===== config.mk =====
export PLATFORM = sky130hd
export DESIGN_NAME = burst_sram
export DESIGN_NICKNAME = d
export VERILOG_FILES = /design/src/rtl/burst_sram.sv
export SDC_FILE = /design/constraint.sdc
export NUM_CORES = 2
export LEC_CHECK = 0
export BUFFER_PORTS_ARGS = -buffer_cell sky130_fd_sc_hd__buf_2
export CAP_MARGIN = 10
export CORE_ASPECT_RATIO = 1.25
export CORE_MARGIN = 2
export CORE_UTILIZATION = 45
export CTS_BUF_LIST = sky130_fd_sc_hd__clkbuf_8 sky130_fd_sc_hd__clkbuf_16
export CTS_CLUSTER_DIAMETER = 40
export DETAILED_ROUTE_END_ITERATION = 12
export PLACE_DENSITY = 0.68
export SYNTH_ARGS = -nofsm -noshare
export SYNTH_HDL_FRONTEND = slang
export SYNTH_SLANG_ARGS = --single-unit
export TNS_END_PERCENT = 50

===== constraint.sdc =====
create_clock -name clk -period 6.3 [get_ports clk]
set_clock_uncertainty 0.15 [all_clocks]
set_input_delay 0.63 -clock clk [delete_from_list [all_inputs] [get_ports clk]]
set_output_delay 0.63 -clock clk [all_outputs]
set_load 0.03 [all_outputs]

===== src/rtl/burst_sram.sv =====
module burst_sram #(
  parameter int ADDR_W = 6,
  parameter int LANES  = 4,
  localparam int DW    = 8 * LANES,
  localparam int DEPTH = 1 << ADDR_W
) (
  input  logic              clk,
  input  logic              rst_n,
  input  logic [ADDR_W-1:0] addr,
  input  logic              cs_a,
  input  logic              cs_b,
  input  logic              strobe_cpu,
  input  logic              strobe_ctl,
  input  logic              advance,
  input  logic              bw_en,
  input  logic [LANES-1:0]  lane_sel,
  input  logic              wr_all,
  input  logic              seq_linear,
  input  logic              pipe_mode,
  input  logic              oe,
  input  logic              sleep,
  input  logic [DW-1:0]     din,
  output logic [DW-1:0]     q,
  output logic              q_oe
);

  logic              sel, rd, pv;
  logic [ADDR_W-3:0] base;
  logic [1:0]        st, cnt;
  logic [ADDR_W-1:0] ra;
  logic [DW-1:0]     pq;
  logic [DW-1:0]     mem [DEPTH];

  wire cpu_go = strobe_cpu & cs_a;
  wire ctl_go = strobe_ctl & ~cpu_go;
  wire start  = cpu_go | ctl_go;

  wire [LANES-1:0] wmask = wr_all ? {LANES{1'b1}} : (bw_en ? lane_sel : {LANES{1'b0}});

  wire              n_sel  = start ? (cs_a & cs_b) : sel;
  wire              n_wr   = start ? (ctl_go & (|wmask)) : (|wmask);
  wire [ADDR_W-3:0] n_base = start ? addr[ADDR_W-1:2] : base;
  wire [1:0]        n_st   = start ? addr[1:0] : st;
  wire [1:0]        n_cnt  = start ? 2'd0 : cnt + {1'b0, advance};
  wire [1:0]        n_low  = seq_linear ? n_st + n_cnt : n_st ^ n_cnt;
  wire [ADDR_W-1:0] op_addr = {n_base, n_low};
  wire              go     = n_sel & ~sleep;

  always_ff @(posedge clk or negedge rst_n) begin
    if (!rst_n) begin
      sel  <= 1'b0;
      rd   <= 1'b0;
      pv   <= 1'b0;
      base <= '0;
      st   <= '0;
      cnt  <= '0;
      ra   <= '0;
      pq   <= '0;
    end else begin
      sel  <= go;
      rd   <= go & ~n_wr;
      pv   <= rd & ~sleep;
      base <= n_base;
      st   <= n_st;
      cnt  <= n_cnt;
      ra   <= op_addr;
      pq   <= mem[ra];
    end
  end

  always_ff @(posedge clk) begin
    for (int i = 0; i < LANES; i++)
      if (go && n_wr && wmask[i])
        mem[op_addr][8*i +: 8] <= din[8*i +: 8];
  end

  assign q    = pipe_mode ? pq : mem[ra];
  assign q_oe = oe & ~sleep & (pipe_mode ? (pv & sel) : rd);

endmodule



# Word level (Yosys, flattened, before mapping)
# Memory sizes are Yosys's and may differ from the RTL's.
# Cells that the tools add are included.
[classes]
reduce_logical = 6
bitwise = 15
n_addsub = 2
mux = 18
[ops]
columns = ["operator", "n"]
rows = [
  ["two-way mux 32 bit", 1],
  ["two-way mux 4 bit", 3],
  ["two-way mux 1 bit", 11],
  ["bitwise AND 1 bit", 10],
  ["two-way mux 2 bit", 3],
  ["logical AND 1 bit", 5],
  ["OR reduction 4 bit", 1],
  ["inverter 1 bit", 3],
  ["adder 2 x 1 -> 2 bit", 1],
  ["adder 2 bit", 1],
  ["XOR 2 bit", 1],
  ["bitwise OR 1 bit", 1],
]
[word_totals]
wordCells = 50
ramBits = 2048
mem_count = 1
out_inout_bits = 33
inputBits = 55
register_bits = 49
[mem_list]
columns = ["name", "depth", "word_bits", "rd", "rd_clocked_by_memory_dff", "wr", "line_no", "text"]
rows = [
  ["mem", 64, 32, 1, 0, 1, "32", "logic [DW-1:0] mem [DEPTH];"],
]

# Logic depth before layout (Yosys ltp)
[logic_depth]
word_depth = 10
ltp_mapped = 10
ltp_nobuf = 8

# Worst setup path after synthesis
# OpenSTA, ideal clock, no wires.
[synth_path]
path_kind = "input to register"
start = "input cs_a"
end = "memory mem[52][0] (netlist bit), enable pin"
t_required_ps = 5780
n_path_buf = 2
slack_ps = 2830
arrival_time_ps = 2949
path_stages = 8
setup_time_ps = 370
path_cell_list = "a21oi_2 buf_2 mux2_2 ha_1 nor2_1 clkbuf_1 nand3_1 nor2_1"
[synth_via]
elab_cells_between_ends = 19
cone_classes = "add/sub (1); mux (8); bitwise (8); reduce/logical (2)"
[synth_rtl]
columns = ["item", "line_no", "text"]
rows = [
  ["start: declaration", "10", "input logic cs_a,"],
  ["bitwise AND 1 bit (*)", "34", "wire cpu_go = strobe_cpu & cs_a;"],
  ["inverter 1 bit", "35", "wire ctl_go = strobe_ctl & ~cpu_go;"],
  ["bitwise AND 1 bit", "35", ""],
  ["bitwise OR 1 bit (*)", "36", "wire start = cpu_go | ctl_go;"],
  ["two-way mux 2 bit (*)", "43", "wire [1:0] n_st = start ? addr[1:0] : st;"],
  ["net n_st[0]", "43", ""],
  ["adder 2 bit or XOR 2 bit (tied branches)", "45", "wire [1:0] n_low = seq_linear ? n_st + n_cnt : n_st ^ n_cnt;"],
  ["two-way mux 2 bit (*)", "45", ""],
  ["end: declaration", "32", ""],
]
# Mark *: on every way through the listed nets, which the timed path passes. The rest lies on a longest branch.

# Final worst setup path
[layout_path]
start = "register ra[0]"
end = "output q[21]"
[layout_via]
elab_chain_cells = 2
[layout_lines]
columns = ["item", "line_no", "text"]
rows = [
  ["start: declaration", "30", "logic [ADDR_W-1:0] ra;"],
  ["start signal: assignment", "66", "ra <= op_addr;"],
  ["memory (64 x 32 bit)", "-", ""],
  ["two-way mux 32 bit", "77", "assign q = pipe_mode ? pq : mem[ra];"],
  ["end: declaration", "23", "output logic [DW-1:0] q,"],
]
# No other way between the ends.

==> impl_results.md <==
- Area of the placeable core: 0.180 sq mm
- Biggest area consumer among synthesized cells: sky130_fd_sc_hd__edfxtp_1
- Maximum number of pins on one net before global-route repair: 125
- Clock slew at the register clock pins of the worst setup and hold paths: 0.06 ns
- Initial core utilization: 45.3%
- Share of Yosys cell area claimed by the top area cell type: 75.4%
- TritonCTS clock tree: done
- Highest fanout seen on the critical path: 30
- Number of antenna violations at the first check in global routing: 12
- Setup slack after layout: 0.601 ns
- Unique masters post-synth: 55
- Half-perimeter wire length after placement: 142 mm
- Async set or reset register ratio after synthesis: 2.15%
- Number of search-and-repair iterations in the first detailed-routing pass: 7
- Worst IR Drop VDD: 294 uV
- Power after layout: 31.1 mW
- Clock Tree Root: sky130_fd_sc_hd__clkbuf_16
- TritonCTS Buffers: 202
- Biggest area contributors in the synthesized netlist: sky130_fd_sc_hd__edfxtp_1, sky130_fd_sc_hd__mux4_2, sky130_fd_sc_hd__mux2i_1, sky130_fd_sc_hd__nor2_1, sky130_fd_sc_hd__dfrtp_1
- Crit end category: output pin
- Number of I/O port buffers: 87
- Worst Tran Pin Value: 1.25 ns
- Aggregate routed wire length: 223 mm
- Final Non-Filler Cells: 7003
- Number of sinks driven by the clock tree: 2093
- Fraction of power consumed by the clock network: 39.1%
- Share of the yosys chip area belonging to registers: 76.8%
- Final Hold Vio Count: 0
- DRT iter0 DRCs: 5700
- #FFs+latches synth: 2093
- Synthesis warning total: 0
- RSZ-0062 raised after global routing: no
- Total global-route track usage: 24.0%
- Worst-Skew Late Latency: 0.85 ns
- Post-CTS Setup Repair Bufs: 0
- Cells after DPL: 6614
- Worst slew margin relative to its limit: 15.8%
- WP buf/inv: 2
- Number of cell rows: 174
- Routed via count: 42900
- Critical path's top delay family: simple AND/OR/NAND/NOR gates
- Final worst-path cycle share: 90.5%
- Final count of pins violating max slew: 0
- Worst path slowest cell: sky130_fd_sc_hd__nor4_2
- Sum of negative setup slack: 0 ns
- Count of cells resized by post-cts repair: 0
- Largest buffer count on any clock path: 3
- I/O pin cnt: 88
- Tmin final: 5.70 ns
- Syn Area/Cell: 19.4 sq um
- Psw: 7.71 mW
- Placer congestion estimate: 0.893
- Floorplan die width: 385 um
- Number of enable-type register cells in the synthesized netlist: 2048
- Overflow left after global routing: 0
- Number of nets produced by synthesis: 4255
- Per-cell routed wire length: 31.8 um
- Share of total power in combinational logic: 11.1%
- Kind of critical path: reg -> out
- Vias in the first global route: 42300
- Type of the worst min-delay path: in -> reg
- Max cap viols: 0
- Number of nets with antenna violations after detailed routing: 0
- Setup-failing EPs final: 0
- Final Net Count: 4511
- Global-route wire length before repair: 314 mm
- Fmax achieved: 175 MHz
- Area after DPL: 0.0855 sq mm
- Htree depth: 4
- Post-detailed-route via-to-cell ratio: 6.12
- Seq pwr share: 49.7%
- Smallest hold slack: 0.0727 ns
- Stage delay of the slowest cell on the critical path: 1.07 ns
- Total power density per cell area: 337 mW/mm^2
- Synth-to-Final Area Change: 13.3%
- Switching part of the total: 24.8%
- Result of the run: complete, no violations
- Most used DFF post-synth: sky130_fd_sc_hd__edfxtp_1
- Worst Setup Start Kind: flip-flop
- Utilization after layout: 51.4%
- Post-synthesis instance total: 4198
- Internal power: 23.4 mW
- Synthesized cell area: 0.0815 sq mm
- Pleak: 30.3 nW
- Height of the die: 480 um
- R2R setup slack: 2.14 ns
- Worst Path Arrival: 4.92 ns
- Total Die Area: 0.185 sq mm
- Setup slack after placement: 1.33 ns
- Final Cell Area: 0.0924 sq mm
- Req. time, crit path: 5.52 ns
- Residual DRC: 0
- Fraction of final layout cells with drive strength greater than 1: 20.6%
- Cell Chain, Critical Path: buf_4 > mux4_2 > mux2i_1 > o22ai_1 > nor4_2 > o31ai_1 > buf_2
## power by group through the flow
stage          Sequential (mW)  Clock (mW)  Combinational [mW]
2_1_floorplan             15.7           0                2.11
3_3_place_gp              15.8           0                3.39
3_5_place_dp              15.8           0                3.42
4_1_cts                   15.5        12.3                3.43
5_1_grt                   15.5        12.8                3.59
6_report                  15.5        12.2                3.46
## logic make-up (layout without fill, tap and decap cells)
logic type | count (synthesis) | in the layout | share of synthesized area, %
DFF | 2093 | 2093 | 76.8
muxes | 741 | 741 | 13.7
and+or+nand+nor | 614 | 614 | 3.32
AOI/OAI and AO/OA | 485 | 485 | 4.39
buffers and inverters | 261 | 688 | 1.66
adders and majority gates | 2 | 2 | 0.0307
xor gates and xnor gates | 2 | 2 | 0.0384
other | 0 | 2 | 0
## final timing paths
kind	cells past startpoint	endpoint	startpoint
worst max register to register	8	mem[39][19]	cnt[0]
min in group asynchronous	3	pq[31]	rst_n
worst min-delay path	3	rd	wr_all
max in group asynchronous	3	ra[0]	rst_n
worst max-delay path	7	q[21]	ra[0]
worst min register to register	1	pv	rd
## area by class of cell
type | instances | area, sq um
well taps | 2376 | 2970
diodes | 2 | 5.00
fillers | 14300 | 87500
multi-input cells | 1844 | 17600
repair buffers | 308 | 2320
flip-flops and latches | 2093 | 62600
inverters | 5 | 18.8
clock buffers | 216 | 5270
clock inverters | 159 | 1500
## metal layers
layer | vias to the layer above | global-route usage (%) | wire (um)
li1 | 17700 | - | -
met4 | 12 | 10.2 | 10500
met5 | - | 0 | 97
met3 | 475 | 5.09 | 21200
met1 | 22300 | 31.5 | 82800
met2 | 2437 | 39.0 | 108000
## state kept, by name, indices dropped and copies added (netlist names)
name,cells
base,1
cnt,2
mem,2048
pq,32
pv,1
ra,5
rd,1
sel,1
st,2
## cells in the mapped netlist (2+ instances only)
cell / number
sky130_fd_sc_hd__edfxtp_1: 2048
sky130_fd_sc_hd__mux2i_1: 425
sky130_fd_sc_hd__nor2_1: 302
sky130_fd_sc_hd__mux4_2: 297
sky130_fd_sc_hd__nand2_1: 136
sky130_fd_sc_hd__a22oi_1: 128
sky130_fd_sc_hd__clkbuf_1: 100
sky130_fd_sc_hd__nand3_1: 98
sky130_fd_sc_hd__buf_2: 93
sky130_fd_sc_hd__a211oi_1: 66
sky130_fd_sc_hd__a21oi_1: 62
sky130_fd_sc_hd__a22o_1: 60
sky130_fd_sc_hd__dfrtp_1: 45
sky130_fd_sc_hd__buf_4: 43
sky130_fd_sc_hd__o22ai_1: 33
sky130_fd_sc_hd__a21o_1: 30
sky130_fd_sc_hd__o31ai_1: 30
sky130_fd_sc_hd__o221ai_1: 29
sky130_fd_sc_hd__and4_1: 25
sky130_fd_sc_hd__nor2b_1: 23
sky130_fd_sc_hd__a31oi_1: 20
sky130_fd_sc_hd__mux2_2: 16
sky130_fd_sc_hd__buf_6: 13
sky130_fd_sc_hd__a2111oi_0: 9
sky130_fd_sc_hd__a221o_1: 7
sky130_fd_sc_hd__and2_1: 7
sky130_fd_sc_hd__buf_1: 6
sky130_fd_sc_hd__nor4_1: 4
sky130_fd_sc_hd__a21oi_2: 3
sky130_fd_sc_hd__and3_1: 3
sky130_fd_sc_hd__and3b_1: 3
sky130_fd_sc_hd__inv_1: 3
sky130_fd_sc_hd__nand2b_1: 3
sky130_fd_sc_hd__or2_2: 3
sky130_fd_sc_hd__ha_1: 2
sky130_fd_sc_hd__inv_2: 2
sky130_fd_sc_hd__mux4_1: 2
sky130_fd_sc_hd__nand3b_1: 2
## layout by cell type, fill, tap and decap left out, types with 68 or more instances in the layout
cell type / instances
sky130_fd_sc_hd__edfxtp_1: 2048
sky130_fd_sc_hd__mux4_2: 297
sky130_fd_sc_hd__buf_4: 216
sky130_fd_sc_hd__nand3_1: 97
sky130_fd_sc_hd__clkbuf_16: 204
sky130_fd_sc_hd__nand2_1: 131
sky130_fd_sc_hd__mux2i_1: 425
sky130_fd_sc_hd__nor2_1: 300
sky130_fd_sc_hd__a22oi_1: 128
sky130_fd_sc_hd__buf_2: 68
## worst min-delay path, stage by stage
cell and delay [ns]:
sky130_fd_sc_hd__buf_2 0.12, sky130_fd_sc_hd__o21ai_0 0.11, sky130_fd_sc_hd__and2_1 0.17
## timing repair
| action | CTS | global route |
|---|---|---|
| hold endpoints to repair | 53 | 0 |
| setup endpoints to repair | 0 | 0 |
| hold buffers | 12 | 0 |
(Power assumes the default switching activity.)
